==> src/rtl/pwrseq_pkg.sv <==
package pwrseq_pkg;
  typedef enum logic [1:0] {
    PS_FULL_ON   = 2'd0,
    PS_PENDING   = 2'd1,
    PS_RELOCK    = 2'd2,
    PS_HIBERNATE = 2'd3
  } pstate_e;

  localparam int          MODE_W    = 2;
  localparam logic [1:0]  MODE_OFF  = 2'b00;
  localparam logic [1:0]  MODE_WAKE = 2'b01;
  localparam logic [1:0]  ADDR_CTRL = 2'd0;
  localparam logic [1:0]  ADDR_LOCK = 2'd1;
  localparam logic [1:0]  ADDR_STAT = 2'd2;
endpackage

==> src/rtl/wake_sync.sv <==
module wake_sync #(
  parameter int NSRC = 3
) (
  input  logic            clk,
  input  logic            rst_n,
  input  logic [NSRC-1:0] async_i,
  output logic [NSRC-1:0] sync_o
);
  for (genvar g = 0; g < NSRC; g++) begin : g_src
    logic s1_q, s2_q;
    always_ff @(posedge clk or negedge rst_n) begin
      if (!rst_n) begin
        s1_q <= 1'b0;
        s2_q <= 1'b0;
      end else begin
        s1_q <= async_i[g];
        s2_q <= s1_q;
      end
    end
    assign sync_o[g] = s2_q;
  end
endmodule

==> src/rtl/lock_timer.sv <==
module lock_timer #(
  parameter int LCNT_W = 16
) (
  input  logic              clk,
  input  logic              rst_n,
  input  logic              load_i,
  input  logic [LCNT_W-1:0] count_i,
  output logic              last_o
);
  localparam logic [LCNT_W-1:0] ONE = LCNT_W'(1);

  logic [LCNT_W-1:0] cnt_q, cnt_d;
  logic              cnt_en;

  always_comb begin
    cnt_en = load_i || (cnt_q > ONE);
    if (load_i) cnt_d = (count_i == '0) ? ONE : count_i;
    else        cnt_d = cnt_q - ONE;
  end

  always_ff @(posedge clk or negedge rst_n) begin
    if (!rst_n)      cnt_q <= ONE;
    else if (cnt_en) cnt_q <= cnt_d;
  end

  assign last_o = (cnt_q == ONE);
endmodule

==> src/rtl/pwr_ctrl_regs.sv <==
module pwr_ctrl_regs
  import pwrseq_pkg::*;
#(
  parameter int                VLEV_W   = 4,
  parameter int                NSRC     = 3,
  parameter int                LCNT_W   = 16,
  parameter int                DATA_W   = 16,
  parameter logic [VLEV_W-1:0] RST_VLEV = 4'b1011,
  parameter logic [LCNT_W-1:0] LCNT_RST = 16'd64
) (
  input  logic              clk,
  input  logic              rst_n,
  input  logic              wr_en_i,
  input  logic [1:0]        wr_addr_i,
  input  logic [DATA_W-1:0] wr_data_i,
  input  logic              mode_restore_i,
  input  logic [NSRC-1:0]   stat_set_i,
  output logic [MODE_W-1:0] mode_o,
  output logic [VLEV_W-1:0] vlev_tgt_o,
  output logic [NSRC-1:0]   wake_en_o,
  output logic [LCNT_W-1:0] lock_o,
  output logic [NSRC-1:0]   stat_o
);
  localparam int CTRL_W = MODE_W + VLEV_W + NSRC;

  logic [MODE_W-1:0] mode_q, mode_d;
  logic [VLEV_W-1:0] vlev_q;
  logic [NSRC-1:0]   en_q;
  logic [LCNT_W-1:0] lock_q;
  logic [NSRC-1:0]   stat_q, stat_d;
  logic              ctrl_we, lock_we, stat_we, mode_en, stat_en;

  always_comb begin
    ctrl_we = wr_en_i && (wr_addr_i == ADDR_CTRL);
    lock_we = wr_en_i && (wr_addr_i == ADDR_LOCK);
    stat_we = wr_en_i && (wr_addr_i == ADDR_STAT);
    mode_en = ctrl_we || mode_restore_i;
    mode_d  = mode_restore_i ? MODE_WAKE : wr_data_i[MODE_W-1:0];
    stat_en = stat_we || (stat_set_i != '0);
    stat_d  = stat_set_i | (stat_we ? (stat_q & ~wr_data_i[NSRC-1:0]) : stat_q);
  end

  always_ff @(posedge clk or negedge rst_n) begin
    if (!rst_n) begin
      mode_q <= MODE_WAKE;
      vlev_q <= RST_VLEV;
      en_q   <= '0;
      lock_q <= LCNT_RST;
      stat_q <= '0;
    end else begin
      if (mode_en) mode_q <= mode_d;
      if (ctrl_we) begin
        vlev_q <= wr_data_i[MODE_W +: VLEV_W];
        en_q   <= wr_data_i[MODE_W+VLEV_W +: NSRC];
      end
      if (lock_we) lock_q <= wr_data_i[LCNT_W-1:0];
      if (stat_en) stat_q <= stat_d;
    end
  end

  assign mode_o     = mode_q;
  assign vlev_tgt_o = vlev_q;
  assign wake_en_o  = en_q;
  assign lock_o     = lock_q;
  assign stat_o     = stat_q;

  if (CTRL_W > DATA_W) begin : g_bad_width
    initial $error("control word wider than write data");
  end
endmodule

==> src/rtl/pwr_seq_ctrl.sv <==
module pwr_seq_ctrl
  import pwrseq_pkg::*;
#(
  parameter int                VLEV_W   = 4,
  parameter int                NSRC     = 3,
  parameter int                LCNT_W   = 16,
  parameter int                DATA_W   = 16,
  parameter logic [VLEV_W-1:0] RST_VLEV = 4'b1011,
  parameter logic [LCNT_W-1:0] LCNT_RST = 16'd64,
  localparam int               CTRL_W   = MODE_W + VLEV_W + NSRC
) (
  input  logic              clk,
  input  logic              rst_n,
  input  logic              wr_en,
  input  logic [1:0]        wr_addr,
  input  logic [DATA_W-1:0] wr_data,
  input  logic              core_idle,
  input  logic [NSRC-1:0]   wake_req,
  output logic [CTRL_W-1:0] ctrl_rd,
  output logic [LCNT_W-1:0] lock_rd,
  output logic [NSRC-1:0]   wake_status,
  output logic [1:0]        state,
  output logic [VLEV_W-1:0] vlev_out,
  output logic              cclk_en,
  output logic              sclk_en,
  output logic              supply_en,
  output logic              pll_bypass,
  output logic              ready
);
  pstate_e           state_q, state_d;
  logic [VLEV_W-1:0] vlev_q, vlev_d;
  logic              waking_q, waking_d;
  logic              apply_en, waking_en;
  logic [MODE_W-1:0] mode;
  logic [VLEV_W-1:0] vlev_tgt;
  logic [NSRC-1:0]   wake_en, wake_sync_s, wake_hit;
  logic [LCNT_W-1:0] lock_val;
  logic              relock_last, load_timer, restore_mode;
  logic [NSRC-1:0]   stat_set;
  logic              reg_we;

  assign reg_we = wr_en && (state_q != PS_HIBERNATE);

  pwr_ctrl_regs #(
    .VLEV_W(VLEV_W), .NSRC(NSRC), .LCNT_W(LCNT_W), .DATA_W(DATA_W),
    .RST_VLEV(RST_VLEV), .LCNT_RST(LCNT_RST)
  ) u_regs (
    .clk(clk), .rst_n(rst_n), .wr_en_i(reg_we), .wr_addr_i(wr_addr),
    .wr_data_i(wr_data), .mode_restore_i(restore_mode), .stat_set_i(stat_set),
    .mode_o(mode), .vlev_tgt_o(vlev_tgt), .wake_en_o(wake_en),
    .lock_o(lock_val), .stat_o(wake_status)
  );

  wake_sync #(.NSRC(NSRC)) u_sync (
    .clk(clk), .rst_n(rst_n), .async_i(wake_req), .sync_o(wake_sync_s)
  );

  lock_timer #(.LCNT_W(LCNT_W)) u_timer (
    .clk(clk), .rst_n(rst_n), .load_i(load_timer), .count_i(lock_val),
    .last_o(relock_last)
  );

  assign wake_hit = wake_sync_s & wake_en;

  always_comb begin
    state_d      = state_q;
    vlev_d       = vlev_q;
    waking_d     = waking_q;
    apply_en     = 1'b0;
    waking_en    = 1'b0;
    load_timer   = 1'b0;
    restore_mode = 1'b0;
    stat_set     = '0;
    unique case (state_q)
      PS_FULL_ON: begin
        if (mode == MODE_OFF)       state_d = PS_HIBERNATE;
        else if (vlev_tgt != vlev_q) state_d = PS_PENDING;
      end
      PS_PENDING: begin
        if (vlev_tgt == vlev_q) begin
          state_d = PS_FULL_ON;
        end else if (core_idle) begin
          state_d    = PS_RELOCK;
          vlev_d     = vlev_tgt;
          apply_en   = 1'b1;
          waking_d   = 1'b0;
          waking_en  = 1'b1;
          load_timer = 1'b1;
        end
      end
      PS_RELOCK: begin
        if (relock_last) state_d = PS_FULL_ON;
      end
      PS_HIBERNATE: begin
        if (wake_hit != '0) begin
          state_d      = PS_RELOCK;
          waking_d     = 1'b1;
          waking_en    = 1'b1;
          load_timer   = 1'b1;
          restore_mode = 1'b1;
          stat_set     = wake_hit;
        end
      end
      default: state_d = PS_FULL_ON;
    endcase
  end

  always_ff @(posedge clk or negedge rst_n) begin
    if (!rst_n) begin
      state_q  <= PS_FULL_ON;
      vlev_q   <= RST_VLEV;
      waking_q <= 1'b0;
    end else begin
      state_q <= state_d;
      if (apply_en)  vlev_q   <= vlev_d;
      if (waking_en) waking_q <= waking_d;
    end
  end

  logic clocks_on;
  assign clocks_on  = (state_q == PS_FULL_ON) || (state_q == PS_PENDING) ||
                      ((state_q == PS_RELOCK) && !waking_q);
  assign cclk_en    = clocks_on;
  assign sclk_en    = clocks_on;
  assign supply_en  = (state_q != PS_HIBERNATE);
  assign pll_bypass = (state_q == PS_RELOCK);
  assign ready      = (state_q == PS_RELOCK) && waking_q && relock_last;
  assign state      = state_q;
  assign vlev_out   = vlev_q;
  assign ctrl_rd    = {wake_en, vlev_tgt, mode};
  assign lock_rd    = lock_val;
endmodule

==> config.mk <==
export PLATFORM = sky130hd
export DESIGN_NAME = pwr_seq_ctrl
export DESIGN_NICKNAME = d
export VERILOG_FILES = /design/src/rtl/pwrseq_pkg.sv /design/src/rtl/wake_sync.sv /design/src/rtl/lock_timer.sv /design/src/rtl/pwr_ctrl_regs.sv /design/src/rtl/pwr_seq_ctrl.sv
export SDC_FILE = /design/constraint.sdc
export NUM_CORES = 1
export LEC_CHECK = 0
export BUFFER_PORTS_ARGS = -buffer_cell sky130_fd_sc_hd__buf_2
export CAP_MARGIN = 0
export CORE_MARGIN = 2
export CORE_UTILIZATION = 48
export DETAILED_ROUTE_END_ITERATION = 16
export PLACE_DENSITY = 0.75
export SLEW_MARGIN = 10
export SYNTH_ARGS = -nofsm -noshare
export SYNTH_HDL_FRONTEND = slang
export SYNTH_HIERARCHICAL = 1
export SYNTH_SLANG_ARGS = --single-unit
==> constraint.sdc <==
create_clock -name clk -period 1.8 [get_ports clk]
set_input_delay 0.09 -clock clk [delete_from_list [all_inputs] [get_ports clk]]
set_output_delay 0.09 -clock clk [all_outputs]
set_load 0.01 [all_outputs]
* Word level (Yosys, flattened, before mapping)
Cells that the tools add are included.
** Storage, ports and cells
- Bits in registers :: 57
- Bits of input ports :: 25
- Output and inout bits :: 39
- Logic and storage cells :: 83
** Cells by class
- Add/sub/neg operators :: 1
- Magnitude comparators :: 1
- Equal/unequal tests :: 15
- Mux-type cells :: 23
- Bitwise operators :: 5
- Reduce and logical (&&, ||, !) cells :: 23
** Operators by type and width (number)
- 16-bit two-way mux :: 2
- 16-bit by 1-bit == test with 1-bit output, second input constant :: 1
- 16-bit by 1-bit > comparator with 1-bit output, second input constant :: 1
- 16-bit logical NOT :: 1
- 16-bit by 1-bit subtractor with 16-bit output, second input constant :: 1
- 2-bit two-way mux :: 7
- 3-bit two-way mux :: 3
- 1-bit two-way mux :: 8
- 2-bit inequality test, second input constant :: 4
- 2-bit case mux with 4 select lines :: 1
- 4-bit AND reduction :: 2
- 1-bit logical AND :: 7
- 3-bit bitwise AND :: 2
- 2-bit == test, second input constant :: 3
- 2-bit logical NOT :: 3
- 3-bit inequality test, second input constant :: 2
- 3-bit nonzero test :: 2
- 1-bit logical OR :: 5
- 5-bit AND reduction :: 1
- 2-bit by 1-bit == test with 1-bit output, second input constant :: 2
- 4-bit == test :: 1
- 4-bit inequality test :: 1
- 1-bit case mux with 2 select lines :: 2
- 3-bit inverter :: 1
- other kinds (5) :: 5

* Depth between registers and ports, before layout
Gate-level depths: netlist of the first run.
- Word-level depth :: 6
- Gate-level depth with buffers :: 9
- Mapped depth without buffers :: 7

* Modules after synthesis
Netlist of the first run, hierarchy kept.
** Modules (own cells, without submodules)
- pwr_ctrl_regs :: instances 1, cells an instance 67, area each 1147.4 µm², seq. area each 706.9 µm²
- lock_timer :: instances 1, cells an instance 116, area each 1041.0 µm², seq. area each 401.6 µm²
- pwr_seq_ctrl :: instances 1, cells an instance 43, area each 427.9 µm², seq. area each 178.9 µm²
- wake_sync :: instances 1, cells an instance 9, area each 172.7 µm², seq. area each 150.1 µm²

* Worst setup path before layout of the first run
OpenSTA, ideal clock, no wires.
- Kind :: reg2reg
- Start :: register u_timer.cnt_q[1]
- End :: register u_timer.cnt_q[10]
- Setup time :: 0.125 ns
- Data arrival time :: 1.711 ns
- Data required time :: 1.675 ns
- Slack :: -0.036 ns
- Cell stages (with the launch flop) :: 7
- Path buffers :: 0
- Period minus slack after synthesis :: 1.836 ns
- Cell sequence :: dfrtp_1 -> inv_1 -> ha_1 -> or3b_2 -> or4_1 -> a21oi_1 -> a2bb2oi_1
** On the way
- Word-level cells in the longest chain between the ends :: 2
- Elaborated cells between the ends (all ways) :: 4
- Those cells by class :: 1 x add/sub; 1 x order compare; 1 x mux; 1 x reduce/logical
** Ends and longest elaborated chain
- start, declared :: line lock_timer.sv:12 : logic [LCNT_W-1:0] cnt_q, cnt_d;
- start signal, assigned :: line lock_timer.sv:23 : else if (cnt_en) cnt_q <= cnt_d;
- 16-bit by 1-bit subtractor with 16-bit output / 16-bit by 1-bit > comparator with 1-bit output (equally long branches) :: line lock_timer.sv:18, lock_timer.sv:16
- 16-bit two-way mux / 1-bit logical OR (equally long branches) :: line lock_timer.sv:17, lock_timer.sv:16
Several ways; a longest one is shown, not always the timed one.
A chain may end at the register's enable or synchronous reset.

* Worst setup path in the final report of the first run
- Start :: register u_timer.cnt_q[5]
- End :: register u_timer.cnt_q[1]
** On the way
- Word-level cells in the longest chain between the ends :: 2
** Ends and longest elaborated chain
- 16-bit by 1-bit > comparator with 1-bit output :: line lock_timer.sv:16 : cnt_en = load_i || (cnt_q > ONE);
- 1-bit logical OR :: line lock_timer.sv:16
Every way passes these cells.

==> results.json, run 1 <==
{
  "synth_ff_type": "dfrtp_1",
  "fill_cells": 347,
  "clk_pin_slew_worst_paths_ns": 0.07,
  "drtPass1Iterations": 4,
  "yosysSeqAreaShare": 0.515,
  "synth_top_cell_area_share": 0.431,
  "rr_worst_depth": 7,
  "die-area_sq_mm": 0.00644,
  "pin_count": 64,
  "crit_chain": "buf_6, nor4_4, nand4_1, buf_6, buf_4, or2_1, o311ai_1",
  "ir_drop_uv": 689,
  "vias": 2434,
  "port_buffers": 63,
  "die_w_microns": 80.2,
  "r2r_setup_slack_ns": -0.23,
  "crit_buf_inv": 3,
  "htreeDepth": 3,
  "antenna_left": 0,
  "std_cell_rows": 27,
  "globalplace.congestion": 0.918,
  "clock_latency_ns": 0.33,
  "worstSetupPathType": "register to register",
  "p_per_area_mw_per_mm2": 699,
  "clockBufferDepth": 2,
  "violations": "negative setup slack",
  "hold_depth": 2,
  "finalInstanceArea_sq_mm": 0.00410,
  "finalNetCount": 390,
  "avgSynthCellArea_sq_um": 11.9,
  "max-slew-margin-rel": 0.762,
  "via_per_inst": 5.53,
  "stdcell_count": 440,
  "fin_ws_ns": -0.231,
  "grtUsageTotal": 0.244,
  "postSynthCellCount": 235,
  "p_comb_frac": 0.032,
  "r2r-start": "u_timer/cnt_q[5]$_DFFE_PN0P_",
  "drv_slew": 0,
  "cp_slowest_cell": "dfrtp_1",
  "antenna_found_initial": 0,
  "netlist_area_sq_mm": 0.00279,
  "crit_fanout": 6,
  "p_clk_frac": 0.518,
  "rsz0062_at_grt": "yes",
  "crit_required_ns": 2.02,
  "synthArstFlopShare": 1.00,
  "finalHoldViolations": 0,
  "swShare": 0.202,
  "grt_pass1_wl_mm": 11.9,
  "end_kind": "register",
  "critPathTopFamily": "simple AND/OR/NAND/NOR gates",
  "crit_arrival_ns": 2.25,
  "hpwl_mm": 5.01,
  "p_int_mw": 2.29,
  "min_period_ns": 2.03,
  "drive_gt1_frac": 0.557,
  "start_util": 0.500,
  "coreArea_sq_mm": 0.00557,
  "fmaxAchievable_mhz": 492,
  "crit_path_start_kind": "register",
  "cp_common_cell": "buf_6",
  "synth.net_count": 262,
  "period_share": 1.13,
  "cts_sinks": 57,
  "max_stage_delay_ns": 0.39,
  "hold_class": "input pin to register",
  "placed_area_sq_mm": 0.00345,
  "leakagePower_nw": 2.12,
  "drt_iter0_drc": 164,
  "setup_viol": 14,
  "synth-edff-count": 0,
  "fp.dieH_microns": 80.2,
  "maxCapViolations": 0,
  "cp-startpoint": "u_timer/cnt_q[5]$_DFFE_PN0P_",
  "ys_seq_elements": 57,
  "grt_pass1_vias": 2491,
  "grt_overflow": 0,
  "r2r_end": "u_timer/cnt_q[1]$_DFFE_PN0P_",
  "ys_types": 51,
  "switching_power_uw": 579,
  "yosysTopAreaCell": "dfrtp_1",
  "grt_max_degree": 58,
  "netlist_top_cells_area": "dfrtp_1 (43%), dfstp_2 (8.5%), mux2_2 (6.9%)",
  "cts_made_buffers": 9,
  "pwr-share-seq": 0.450,
  "synth_most_common_cell": "dfrtp_1",
  "area_delta_synth_final_pct": 47.0,
  "hold_ws_ns": 0.00752,
  "placedCellCount": 399,
  "synth_commonest_cells": "dfrtp_1 (48), mux2_2 (17), nand2_1 (16)",
  "drc": 0,
  "status": "finished with violations",
  "fin_total_pwr_mw": 2.87,
  "cts_tree": "done",
  "wl_per_cell_microns": 17.7,
  "n_antenna_cell": 0,
  "finClkSkew_ns": 0.00609,
  "wl_mm": 7.77,
  "tightestPinTransition_ns": 0.355,
  "root_buffer": "clkbuf_8",
  "hold_path_end": "u_regs/lock_o[8]$_DFFE_PN0P_",
  "worstHoldStart": "wr_data[8]",
  "ys_warn_count": 6,
  "utilization": 0.735
}
[power by group through the flow]
stage               combinational (mW)  clock (mW)  sequential [mW]
floorplan                      0.00862           0             1.31
global placement                0.0688           0             1.31
detailed placement              0.0702           0             1.31
CTS                             0.0883        1.49             1.29
global route                     0.100        1.55             1.29
finish                          0.0904        1.48             1.29
[layout make-up]
cell class	instances	area (sq um)	area share
Timing Repair Buffer	127	871	0.212
Sequential cell	57	1440	0.351
Multi-Input combinational cell	162	1430	0.350
Tap cell	72	90.1	0.0220
Clock buffer	11	141	0.0345
Inverter	6	22.5	0.00549
Clock inverter	5	103	0.0250
[per-layer routing]
layer,GRT usage,vias up,part of all wire
met3,0.0337,16,0.058
met2,0.417,108,0.51
met5,0,-,0
li1,-,1129,-
met1,0.308,1181,0.41
met4,0.108,0,0.021
[cells in the final DEF, fill, tap and decap left out, drive strengths merged, types with 3 or more instances in the layout]
cell,n
buf,116
dfrtp,48
mux2,27
nand2,16
nor2,14
dlygate4sd3,11
clkbuf,11
o21ai,10
dfstp,9
nor4,9
nor3,8
xor2,7
inv,6
a2bb2oi,5
a21oi,5
or4,5
nand4b,4
nand4,4
xnor2,4
nand2b,3
a31oi,3
bufinv,3
a21o,3
nand3,3
a22oi,3
o31ai,3
[worst register-to-register path, delay by kind of cell, from the launching register on]
family                 cells  cell delay [ns]
AOI/OAI and AO/OA          1             0.29
buffers and inverters      3             0.48
DFF                        1             0.39
and+or+nand+nor            3             0.76
[sequential cells by signal, indices dropped and copies added, names as in the netlist, 3 cells and up]
| signal | flops |
|---|---|
| vlev_out | 4 |
| u_timer/cnt_q | 16 |
| u_regs/wake_en_o | 3 |
| u_regs/stat_o | 3 |
| u_regs/lock_o | 16 |
| u_sync/g_src.s1_q | 3 |
| u_regs/vlev_tgt_o | 4 |
| u_sync/g_src.s2_q | 3 |
[logic make-up after synthesis]
kind of cell	Yosys count	synth area share
and+or+nand+nor	78	0.173
DFF	57	0.515
AOI/OAI and AO/OA	41	0.101
muxes	29	0.130
buffers and inverters	17	0.0372
xor gates and xnor gates	11	0.0345
adders and majority gates	2	0.00897
[worst max-delay path by stage]
stage	end	slack [ns]	depth (start not counted)
2_1_floorplan	u_timer/cnt_q[10]$_DFFE_PN0P_	0.02	6
3_3_place_gp	u_timer/cnt_q[5]$_DFFE_PN0P_	-0.04	6
3_5_place_dp	u_timer/cnt_q[5]$_DFFE_PN0P_	-0.1	6
4_1_cts	ready	-0.06	7
5_1_grt	u_timer/cnt_q[1]$_DFFE_PN0P_	-0.30	7
6_report	u_timer/cnt_q[1]$_DFFE_PN0P_	-0.23	7
[stage by stage]
step | setup slack [ns] | TNS (ns)
6_report | -0.231 | -0.925
5_1_grt | -0.304 | -1.82
4_1_cts | -0.0613 | -0.124
3_5_place_dp | -0.0977 | -0.185
3_3_place_gp | -0.0408 | -0.0408
2_1_floorplan | 0.0163 | 0
[timing repair]
item                                    CTS  global route
gates cloned                              0             1
endpoints found under the setup margin    8            40
pin swaps                                 7             8
hold endpoints to repair                 58             0
hold buffers                             11             0
setup buffers                             9             4
gates resized for setup                  16            26
Power figures use the tool's default switching activity.
==> inputs of run 2 (changes only) <==
Settings changed: CORE_UTILIZATION 48 to 39, PLACE_DENSITY 0.75 to default.
==> run 2 against run 1 <==
Net effect: the run still ends with negative setup slack left; clock skew rose by 0.0028 ns; sequential cell count did not move; register-to-register slack improved by 0.12 ns; final area rose by 3.2%; critical path type is now register to output pin.
==> results.json, run 2 (same netlist as run 1, synthesis figures left out) <==
{
  "placed_area_sq_mm": 0.00352,
  "rsz0062_at_grt": "yes",
  "grt_overflow": 0,
  "coreArea_sq_mm": 0.00687,
  "multi_input_area_sq_mm": 0.00152,
  "grtUsageTotal": 0.197,
  "period_share": 1.10,
  "ir_drop_uv": 440,
  "antenna_found_initial": 0,
  "finalInstanceArea_sq_mm": 0.00423,
  "via_per_inst": 5.15,
  "status": "finished with violations",
  "end_kind": "output pin",
  "wl_per_cell_microns": 16.4,
  "crit_fanout": 4,
  "fin_ws_ns": -0.172,
  "wl_mm": 7.65,
  "area_delta_synth_final_pct": 51.6,
  "std_cell_rows": 30,
  "setup_viol": 8,
  "cts_sinks": 57,
  "drt_iter0_drc": 151,
  "p_per_area_mw_per_mm2": 615,
  "drtPass1Iterations": 4,
  "finClkSkew_ns": 0.00890,
  "grt_max_degree": 35,
  "die_w_microns": 88.6,
  "hold_class": "input pin to register",
  "worstSetupPathType": "register to output pin",
  "fill_cells": 529,
  "crit_chain": "buf_4, nor3_1, nand4_1, buf_6, nor2_4, and3_1, buf_2",
  "clk_pin_slew_worst_paths_ns": 0.06,
  "crit_required_ns": 1.71,
  "crit_arrival_ns": 1.88,
  "drive_gt1_frac": 0.586,
  "cts_tree": "done",
  "max_stage_delay_ns": 0.43,
  "root_buffer": "clkbuf_8",
  "cp_slowest_cell": "dfrtp_1",
  "clock_latency_ns": 0.34,
  "crit_path_start_kind": "register",
  "die-area_sq_mm": 0.00784,
  "final_common_cell": "buf_2",
  "utilization": 0.616,
  "cts_made_buffers": 9,
  "antenna_left": 0,
  "grt_pass1_vias": 2356,
  "max-slew-margin-rel": 0.613,
  "drc": 0,
  "min_period_ns": 1.97,
  "fin_total_pwr_mw": 2.60,
  "violations": "negative setup slack",
  "finalHoldViolations": 0,
  "htreeDepth": 3,
  "port_buffers": 63,
  "leakagePower_nw": 2.13,
  "mostFrequentLayoutCells": "buf_2 (63), dfrtp_1 (47), buf_4 (42)",
  "fmaxAchievable_mhz": 507,
  "clockBufferDepth": 2,
  "fp.dieH_microns": 88.6,
  "grt_pass1_wl_mm": 11.7,
  "post-place-ws_ns": -0.0924,
  "n_antenna_cell": 0,
  "finalNetCount": 392,
  "register_area_sq_mm": 0.00144,
  "vias": 2401,
  "hpwl_mm": 5.12,
  "pin_count": 64,
  "maxCapViolations": 0,
  "start_util": 0.406,
  "globalplace.congestion": 0.902,
  "tightestPinTransition_ns": 0.581,
  "drv_slew": 0
}
-- run 2: cell count changes in the layout (fill, tap and decap cells not counted), sizes merged --
cell         delta
clkinvlp        -1
buf             +1
bufinv          -2
clkbuf          +2
nand3b          -1
dlygate4sd3     +2
clkinv          +1
-- run 2: metrics by stage --
stage	TNS, ns	hold slack, ns	std cells
after floorplan	0	-0.206	235
after global placement	-0.113	0.123	428
after detailed placement	-0.317	0.123	428
after CTS	-0.302	0.00212	464
after global routing	-1.36	-0.00247	466
final	-0.526	0.00532	466
-- run 2: layer usage --
layer  track usage  wire length (microns)
met3        0.0466                    374
met4        0.0606                     76
met2         0.312                   3850
met1         0.271                   3350
met5             0                      0
-- run 2: path summary, 6_finish.rpt --
kind	startpoint	endpoint	slack, ns	cells past startpoint
min	wr_data[3]	u_regs/vlev_tgt_o[1]$_DFFE_PN1P_	0.005	2
max reg2reg	u_timer/cnt_q[2]$_DFFE_PN0P_	u_timer/cnt_q[0]$_DFFE_PN1P_	-0.11	7
min reg2reg	u_sync/g_src[0].s1_q$_DFF_PN0_	u_sync/g_src[0].s2_q$_DFF_PN0_	0.35	0
max in group asynchronous	rst_n	u_regs/lock_o[6]$_DFFE_PN1P_	0.86	3
min in group asynchronous	rst_n	u_timer/cnt_q[6]$_DFFE_PN0P_	0.29	2
max	u_timer/cnt_q[2]$_DFFE_PN0P_	ready	-0.17	7
-- run 2: power by group --
part           leakage (nW)  switching (mW)  internal, mW
clock network         0.103           0.509         0.711
registers             0.734         0.00153          1.29
logic                  1.29          0.0454        0.0444
-- run 2: timing repair --
item / CTS / global route
hold buffers: 13 / 0
endpoints found under the hold margin: 28 / 0
setup endpoints to repair: 12 / 25
pin swaps: 14 / 13
resized for setup: 24 / 48
buffers inserted: 7 / 2
-- run 2: area by class of cell --
cell class              instances  share of cell area
inverters                       6             0.00533
multi-input cells             161               0.359
repair buffers                130               0.220
flip-flops and latches         57               0.340
clock buffers                  13              0.0376
clock inverters                 3             0.00947
well taps                      96              0.0284
-- run 2: worst max-delay path, delay by kind of cell, from the launching register on --
family	cells	cell delay [ns]
AND/OR/NAND/NOR	4	0.64
buffers and inverters	3	0.47
flip-flops	1	0.43
